==> src/rtl/mpf_pkg.sv <==
package mpf_pkg;
  typedef enum logic {
    CFG_OWN  = 1'b0,
    CFG_MASK = 1'b1
  } cfg_sel_e;

  typedef struct packed {
    logic uni;
    logic bcast;
  } match_t;
endpackage

==> src/rtl/mpf_cfg_regs.sv <==
module mpf_cfg_regs #(
  parameter int unsigned DATA_W = 8
) (
  input  logic              clk_i,
  input  logic              rst_ni,
  input  logic              we_i,
  input  logic              sel_i,
  input  logic [DATA_W-1:0] wdata_i,
  output logic [DATA_W-1:0] own_o,
  output logic [DATA_W-1:0] mask_o
);
  import mpf_pkg::*;

  always_ff @(posedge clk_i or negedge rst_ni) begin
    if (!rst_ni) begin
      own_o  <= '0;
      mask_o <= '0;
    end else if (we_i) begin
      if (cfg_sel_e'(sel_i) == CFG_OWN) own_o  <= wdata_i;
      else                              mask_o <= wdata_i;
    end
  end

  // registers only move on a write
  a_r2_hold_without_write: assert property (@(posedge clk_i) disable iff (!rst_ni)
    !we_i |=> ($stable(own_o) && $stable(mask_o)));
endmodule

==> src/rtl/mpf_addr_cmp.sv <==
module mpf_addr_cmp #(
  parameter int unsigned DATA_W = 8
) (
  input  logic [DATA_W-1:0] data_i,
  input  logic [DATA_W-1:0] own_i,
  input  logic [DATA_W-1:0] mask_i,
  output mpf_pkg::match_t   match_o,
  output logic              pass_all_o
);
  logic [DATA_W-1:0] uni_ok;
  logic [DATA_W-1:0] bc_ok;

  for (genvar i = 0; i < DATA_W; i++) begin : g_bit
    logic bc_bit;
    assign bc_bit    = own_i[i] | mask_i[i];
    // a cared bit must agree; an uncared bit always passes
    assign uni_ok[i] = ~mask_i[i] | ~(data_i[i] ^ own_i[i]);
    assign bc_ok[i]  = ~bc_bit | data_i[i];
  end

  assign match_o.uni   = &uni_ok;
  assign match_o.bcast = &bc_ok;
  assign pass_all_o    = ~|{own_i, mask_i};

  // zero registers make both patterns all don't-care
  always_comb begin
    if (own_i == '0 && mask_i == '0)
      a_r8_zero_all_match: assert (match_o.uni && match_o.bcast);
  end
endmodule

==> src/rtl/mpf_frame_gate.sv <==
module mpf_frame_gate #(
  parameter int unsigned DATA_W = 8
) (
  input  logic              clk_i,
  input  logic              rst_ni,
  input  logic              valid_i,
  input  logic [DATA_W-1:0] data_i,
  input  logic              addr_i,
  input  logic              hit_i,
  input  logic              pass_all_i,
  output logic              out_valid_o,
  output logic [DATA_W-1:0] out_data_o,
  output logic              out_addr_o,
  output logic              hit_o,
  output logic              sel_o
);
  logic fwd;

  always_comb begin
    if (addr_i) fwd = hit_i;
    else        fwd = sel_o | pass_all_i;
  end

  always_ff @(posedge clk_i or negedge rst_ni) begin
    if (!rst_ni) begin
      out_valid_o <= 1'b0;
      out_data_o  <= '0;
      out_addr_o  <= 1'b0;
      hit_o       <= 1'b0;
      sel_o       <= 1'b0;
    end else begin
      out_valid_o <= valid_i & fwd;
      hit_o       <= valid_i & addr_i & hit_i;
      if (valid_i) begin
        out_data_o <= data_i;
        out_addr_o <= addr_i;
        if (addr_i) sel_o <= hit_i;
      end
    end
  end

  a_r6_miss_clears: assert property (@(posedge clk_i) disable iff (!rst_ni)
    (valid_i && addr_i && !hit_i) |=> (!sel_o && !hit_o && !out_valid_o));

  a_r7_data_needs_sel: assert property (@(posedge clk_i) disable iff (!rst_ni)
    (valid_i && !addr_i && !sel_o && !pass_all_i) |=> !out_valid_o);

  a_r5_hit_selects: assert property (@(posedge clk_i) disable iff (!rst_ni)
    hit_o |-> (sel_o && out_valid_o && out_addr_o));

  a_r9_idle_quiet: assert property (@(posedge clk_i) disable iff (!rst_ni)
    !valid_i |=> (!out_valid_o && !hit_o));
endmodule

==> src/rtl/mpf_top.sv <==
module mpf_top #(
  parameter int unsigned DATA_W = 8
) (
  input  logic              clk_i,
  input  logic              rst_ni,
  input  logic              cfg_we_i,
  input  logic              cfg_sel_i,
  input  logic [DATA_W-1:0] cfg_wdata_i,
  input  logic              rx_valid_i,
  input  logic [DATA_W-1:0] rx_data_i,
  input  logic              rx_addr_i,
  output logic              out_valid_o,
  output logic [DATA_W-1:0] out_data_o,
  output logic              out_addr_o,
  output logic              addr_hit_o,
  output logic              selected_o
);
  import mpf_pkg::*;

  logic [DATA_W-1:0] own_q;
  logic [DATA_W-1:0] mask_q;
  match_t            match;
  logic              pass_all;

  mpf_cfg_regs #(.DATA_W(DATA_W)) u_regs (
    .clk_i  (clk_i),
    .rst_ni (rst_ni),
    .we_i   (cfg_we_i),
    .sel_i  (cfg_sel_i),
    .wdata_i(cfg_wdata_i),
    .own_o  (own_q),
    .mask_o (mask_q)
  );

  mpf_addr_cmp #(.DATA_W(DATA_W)) u_cmp (
    .data_i    (rx_data_i),
    .own_i     (own_q),
    .mask_i    (mask_q),
    .match_o   (match),
    .pass_all_o(pass_all)
  );

  mpf_frame_gate #(.DATA_W(DATA_W)) u_gate (
    .clk_i      (clk_i),
    .rst_ni     (rst_ni),
    .valid_i    (rx_valid_i),
    .data_i     (rx_data_i),
    .addr_i     (rx_addr_i),
    .hit_i      (match.uni | match.bcast),
    .pass_all_i (pass_all),
    .out_valid_o(out_valid_o),
    .out_data_o (out_data_o),
    .out_addr_o (out_addr_o),
    .hit_o      (addr_hit_o),
    .sel_o      (selected_o)
  );

  // every output frame traces back to a strobe one cycle earlier
  a_r9_output_has_source: assert property (@(posedge clk_i) disable iff (!rst_ni)
    out_valid_o |-> $past(rx_valid_i));
endmodule

==> config.mk <==
export PLATFORM = sky130hd
export DESIGN_NAME = mpf_top
export DESIGN_NICKNAME = d
export VERILOG_FILES = /design/src/rtl/mpf_pkg.sv /design/src/rtl/mpf_cfg_regs.sv /design/src/rtl/mpf_addr_cmp.sv /design/src/rtl/mpf_frame_gate.sv /design/src/rtl/mpf_top.sv
export SDC_FILE = /design/constraint.sdc
export NUM_CORES = 1
export LEC_CHECK = 0
export ABC_AREA = 1
export BUFFER_PORTS_ARGS = -buffer_cell sky130_fd_sc_hd__buf_4
export CAP_MARGIN = 20
export CORE_MARGIN = 5
export CORE_UTILIZATION = 46
export CTS_BUF_LIST = sky130_fd_sc_hd__clkbuf_4 sky130_fd_sc_hd__clkbuf_8 sky130_fd_sc_hd__clkbuf_16
export DETAILED_ROUTE_END_ITERATION = 7
export PLACE_DENSITY = 0.74
export SLEW_MARGIN = 30
export SYNTH_ARGS = -nofsm -noshare
export SYNTH_HDL_FRONTEND = slang
export SYNTH_SLANG_ARGS = --single-unit
==> constraint.sdc <==
create_clock -name clk_i -period 1.36 [get_ports clk_i]
set_input_delay 0.34 -clock clk_i [delete_from_list [all_inputs] [get_ports clk_i]]
set_output_delay 0.34 -clock clk_i [all_outputs]
set_load 0.01 [all_outputs]
==> results.md, run 1 <==
- H-tree levels: 1
- GRT overflow: 0
- Clk network pwr share: 0.221
- Synth cell types: 14
- Final Cell Area: 1648 um^2
- Hold path depth: 4
- Clk_lat worst skew: 330 ps
- Crit path max-delay cell type: dfrtp_1
- HPWL Detailed: 2.038 mm
- PD cells: 1094 nW/um^2
- DR vias: 1151
- Slew Viols, Final: 0
- Drc violations: 0
- PortBufs: 33
- Mean Syn Cell Area: 7.458 um^2
- Area post-placement: 1602 um^2
- Synth warn: 0
- CP peak stage delay: 420 ps
- Fraction of layout cells with a size suffix above 1: 0.1878
- Worst setup EP type: output port
- Hold slack: 262.1 ps
- Worst clock skew: 4.166 ps
- R2R Path End: u_gate.out_valid_o$_DFF_PN0_
- Net switching power: 523.5 uW
- Synth Instances: 178
- Crit path cell chain: buf_4
- Worst-path clk slew: 140 ps
- Leak: 0.0009317 uW
- Initial antenna violation count: 0
- Status: finished, final reports clean
- # clock sinks: 28
- CTS Root Cell: clkbuf_4
- Placed cell count: 239
- Final wirelength: 2.693 mm
- Critical hold path startpoint: rx_addr_i
- Die width: 63.72 um
- All-Layer GR Usage: 0.1448
- Nets: 236
- Pre-CTS setup slack: 190.2 ps
- Yosys top cell area share: 0.5278
- Peak supply drop: 728.9 uV
- Sw Ratio: 0.2905
- WL/cell: 11.04 um
- 1st-pass router iterations: 4
- Int Power: 1279 uW
- Count leader, synth: nand2_1
- Ports: 34
- HP Class: in2reg
- Synth cell count leaders: nand2_1 (66), dfrtp_1 (28), inv_1 (28), o21ai_0 (23)
- Top post-synthesis cells by area: dfrtp_1 (53%), nand2_1 (19%), o21ai_0 (8.7%)
- CTS tree: built
- Site row count: 19
- GPL Wtd Cong: 0.8786
- Num CTS Buffers: 3
- Placeable Area: 2758 um^2
- Synth Register Bits: 28
- P&R area growth vs syn: 24.13%
- Longest Clk Path Bufs: 2
- R2R Path Start: u_regs.own_o[6]$_DFFE_PN0P_
- Post-synth EDFFs: 0
- Largest net degree at the start of global routing: 29
- Worst Max-Slew Pin Slew: 465.3 ps
- Largest area contributor in the netlist: dfrtp_1
- Combinational power share: 0.222
- Flop-to-flop setup slack: 170 ps
- # diodes: 0
- Number of global-route vias before repair: 1099
- Rel. slew slack: 0.6890
- Finish-stage setup viols: 0
- RSZ-0062 raised after global routing: no
- Crit-path leading delay family: flip-flops
- Hold Vio Cnt, Final: 0
- CP bufs+invs: 1
- Startpoint Class: register
- Max FO, Critical Path: 3
- Routed vias/inst: 4.717
- FFs w/ async S/R, synth: 1.000
- Fmax: 0.8066 GHz
- Tmin final: 1240 ps
- Worst hold endpoint: u_gate.out_valid_o$_DFF_PN0_
- Non-filler cells in the finished layout: 244
- Share of the yosys chip area belonging to registers: 0.5278
- Synth Cell Area: 1328 um^2
- DRT antenna net count: 0
- Starting Density: 0.4814
- Crit path arrival time: 900 ps
- Final period utilization: 0.9116
- Setup TNS: 0 ps
- Critical path class: reg2out
- Die area: 4060 um^2
- Critical path required time: 1020 ps
- Synthesized net count: 200
- Number of cells on the worst reg-to-reg path: 8
- First-pass GRT wire length: 4.767 mm
- Die Y: 63.72 um
- Seq pwr share: 0.557
- DRT iter0 DRCs: 78
- Max Cap Viol: 0
- Final worst slack: 120.2 ps
- Prevailing post-synth register cell: dfrtp_1
[how the worst max path moves through the flow]
stage / start / end / slack (ps) / cells after the start
detailed placement: u_regs.own_o[6]$_DFFE_PN0P_ / u_gate.out_valid_o$_DFF_PN0_ / 190 / 8
floorplan: u_regs.own_o[6]$_DFFE_PN0P_ / u_gate.sel_o$_DFFE_PN0P_ / 300 / 8
finish: u_gate.sel_o$_DFFE_PN0P_ / selected_o / 120 / 1
CTS: u_gate.sel_o$_DFFE_PN0P_ / selected_o / 120 / 1
global placement: u_regs.own_o[6]$_DFFE_PN0P_ / u_gate.out_valid_o$_DFF_PN0_ / 220 / 8
global route: u_regs.mask_o[1]$_DFFE_PN0P_ / u_gate.out_valid_o$_DFF_PN0_ / 40 / 7
[state kept, by name, summed over array words and instances (netlist names)]
signal	cells
u_regs.mask_o	8
u_gate.hit_o	1
u_gate.sel_o	1
u_gate.out_addr_o	1
u_gate.out_data_o	8
u_regs.own_o	8
u_gate.out_valid_o	1
[final cells by class]
class                      instances  area [um^2]
clock buffer                       4        36.28
fill                             254         1110
inverter                          29        108.9
multi-input combinational        118        505.5
sequential                        28        700.7
tap                               31        38.79
timing repair buffer              34        257.7
[stage by stage]
step                  util  total power, uW
floorplan                -             1238
global placement    0.5808             1403
detailed placement  0.5808             1420
CTS                 0.5976             1818
global route        0.5976             1916
finish              0.5976             1802
[worst register-to-register path: cells and delay by family (launching register included)]
| kind | cells | cell delay [ps] |
|---|---|---|
| AND/OR/NAND/NOR | 8 | 710 |
| flip-flops | 1 | 430 |
[power groups by stage]
stage	Combinational, uW	Sequential [uW]	Clock [uW]
3_5_place_dp	400	1020	0
2_1_floorplan	215	1020	0
5_1_grt	463	1020	430
4_1_cts	406	1000	408
3_3_place_gp	389	1010	0
6_report	400	1000	398
[placed cells by master, fill, tap and decap left out, drive strengths merged]
cell type | netlist | layout
dfrtp | 28 | 28
nor2 | 9 | 9
dlygate4sd3 | 0 | 1
o21ai | 28 | 28
inv | 29 | 29
nand3 | 8 | 8
nand2 | 67 | 67
or2 | 4 | 4
nor3 | 2 | 2
buf | 1 | 33
clkbuf | 2 | 4
[per-layer routing]
metal	part of all wire	wire (um)	global-route usage	vias up
met5	0	0	0	-
met4	0.0059	16	0.04675	0
met3	0.062	168	0.04085	3
met2	0.46	1247	0.2322	25
met1	0.47	1261	0.1891	509
li1	-	-	-	614
[repair_timing]
action,4_1_cts,5_1_grt
hold buffers,1,0
hold endpoints to repair,28,0
gates resized for setup,0,0
setup buffers,0,0
[logic make-up (layout without fill, tap and decap cells)]
| logic type | count (synthesis) | in the layout | share of synthesized area |
|---|---|---|---|
| AO/OA/AOI/OAI | 28 | 28 | 0.1056 |
| buffers and inverters | 32 | 67 | 0.09142 |
| flip-flops | 28 | 28 | 0.5278 |
| AND/OR/NAND/NOR | 90 | 90 | 0.2752 |
(Power assumes the default switching activity.)
==> run 2: changes to the inputs <==
Settings changed: CORE_UTILIZATION 46 to 40, PLACE_DENSITY 0.74 to 0.66, SLEW_MARGIN 30 to 20.
==> results.md, run 2 (same netlist as run 1, synthesis figures left out) <==
- HP Class: in2reg
- Ports: 34
- Finish-stage setup viols: 0
- Worst clock skew: 0.8082 ps
- GRT overflow: 0
- Num CTS Buffers: 3
- Worst setup EP type: output port
- Setup TNS: 0 ps
- Number of global-route vias before repair: 1056
- PortBufs: 33
- GPL Wtd Cong: 0.7102
- Worst-path clk slew: 150 ps
- PD cells: 1082 nW/um^2
- Met3 global-route usage: 0.01498
- Slew Viols, Final: 0
- Site row count: 21
- Critical path required time: 1020 ps
- Total Power: 1803 uW
- Crit path max-delay cell type: dfrtp_1
- Critical path class: reg2out
- Max Cap Viol: 0
- Hold Vio Cnt, Final: 0
- HPWL Detailed: 2.069 mm
- All-Layer GR Usage: 0.1263
- Drc violations: 0
- Busiest grt layer: met2
- Hold path depth: 4
- Initial antenna violation count: 0
- Rel. slew slack: 0.6988
- GR Util met1: 0.1522
- Fraction of layout cells with a size suffix above 1: 0.1878
- RSZ-0062 raised after global routing: no
- Die area: 4571 um^2
- Peak supply drop: 364.4 uV
- Worst Max-Slew Pin Slew: 450.8 ps
- CP peak stage delay: 430 ps
- Crit path cell chain: buf_4
- Non-filler cells in the finished layout: 259
- Max FO, Critical Path: 3
- # fillers: 338
- Area of the multi-input gates: 505.5 um^2
- Leak: 0.0009317 uW
- CP Depth: 1
- Most frequent cells in the layout: nand2_1 (66), buf_4 (33), inv_1 (28), dfrtp_1 (28), o21ai_0 (23)
- Number of cells on the worst reg-to-reg path: 8
- Tmin final: 1248 ps
- FF/Latch Area: 700.7 um^2
- H-tree levels: 1
- Final wirelength: 2.581 mm
- GR Layer Usage met2: 0.2284
- Crit path arrival time: 910 ps
- Clk_lat worst skew: 320 ps
- CTS Root Cell: clkbuf_4
- Starting Density: 0.4042
- Status: finished, final reports clean
- 1st-pass router iterations: 4
- Placed cell count: 254
- CTS tree: built
- WL/cell: 9.965 um
- Final period utilization: 0.9179
- Fmax: 0.8011 GHz
- Die Y: 67.61 um
- Hold slack: 249.8 ps
- Routed vias/inst: 4.363
- Commonest non-fill, non-tap cell in the layout: nand2_1
- P&R area growth vs syn: 25.54%
- Longest Clk Path Bufs: 2
- Startpoint Class: register
- DRT iter0 DRCs: 46
- DR vias: 1130
- Nets: 236
- Die width: 67.61 um
- Setup bufs post-CTS: 0
- CTS Hold Bufs: 1
- Placeable Area: 3284 um^2
- PostCTS Resize Cnt: 0
- DRT antenna net count: 0
- Largest net degree at the start of global routing: 29
- # clock sinks: 28
- # diodes: 0
- CP bufs+invs: 1
- Crit-path leading delay family: flip-flops
- First-pass GRT wire length: 4.395 mm
- Largest regs: u_gate.out_data_o (8), u_regs.mask_o (8), u_regs.own_o (8)
run 2: cell counts in the layout (fill, tap and decap cells not counted):
No cell type changed its count.
run 2: final timing paths:
path,start,end,slack [ps]
worst min register to register,u_gate.out_addr_o$_DFFE_PN0P_,u_gate.out_addr_o$_DFFE_PN0P_,500
worst max-delay path,u_gate.sel_o$_DFFE_PN0P_,selected_o,110
worst min-delay path,rx_addr_i,u_gate.out_valid_o$_DFF_PN0_,250
min in group asynchronous,rst_ni,u_gate.out_data_o[4]$_DFFE_PN0P_,440
worst max register to register,u_regs.own_o[7]$_DFFE_PN0P_,u_gate.sel_o$_DFFE_PN0P_,190
max in group asynchronous,rst_ni,u_regs.mask_o[2]$_DFFE_PN0P_,670
run 2: tightest hold or removal path, stage by stage:
cell     delay (ps)
buf_4            80
nor2_1           40
nand2_1          50
nand2_1          40
run 2: metal layers:
| metal | part of all wire | up-vias | wire (um) |
|---|---|---|---|
| met4 | 0.015 | 0 | 38 |
| met3 | 0.044 | 4 | 114 |
| li1 | - | 616 | - |
| met5 | 0 | - | 0 |
| met1 | 0.49 | 487 | 1256 |
| met2 | 0.45 | 23 | 1171 |
run 2: final cells by class:
class / instances / share of cell area
Clock buffer: 4 / 0.02177
Inverter: 29 / 0.06532
Tap cell: 46 / 0.03453
Multi-Input combinational cell: 118 / 0.3033
Sequential cell: 28 / 0.4204
Timing Repair Buffer: 34 / 0.1547
run 2: metrics by stage:
stage / util / cell area (um^2) / setup slack [ps]
2_1_floorplan: - / 1328 / 301.8
4_1_cts: 0.5074 / 1667 / 102.1
3_5_place_dp: 0.4933 / 1620 / 207.0
3_3_place_gp: 0.4933 / 1620 / 225.0
6_report: 0.5074 / 1667 / 111.7
5_1_grt: 0.5074 / 1667 / 41.06
run 2: power by group:
group,switching (uW),internal (uW),leakage (uW)
clock network,240,164,0.0000210
registers,78.4,928,0.000348
logic,207,186,0.000563
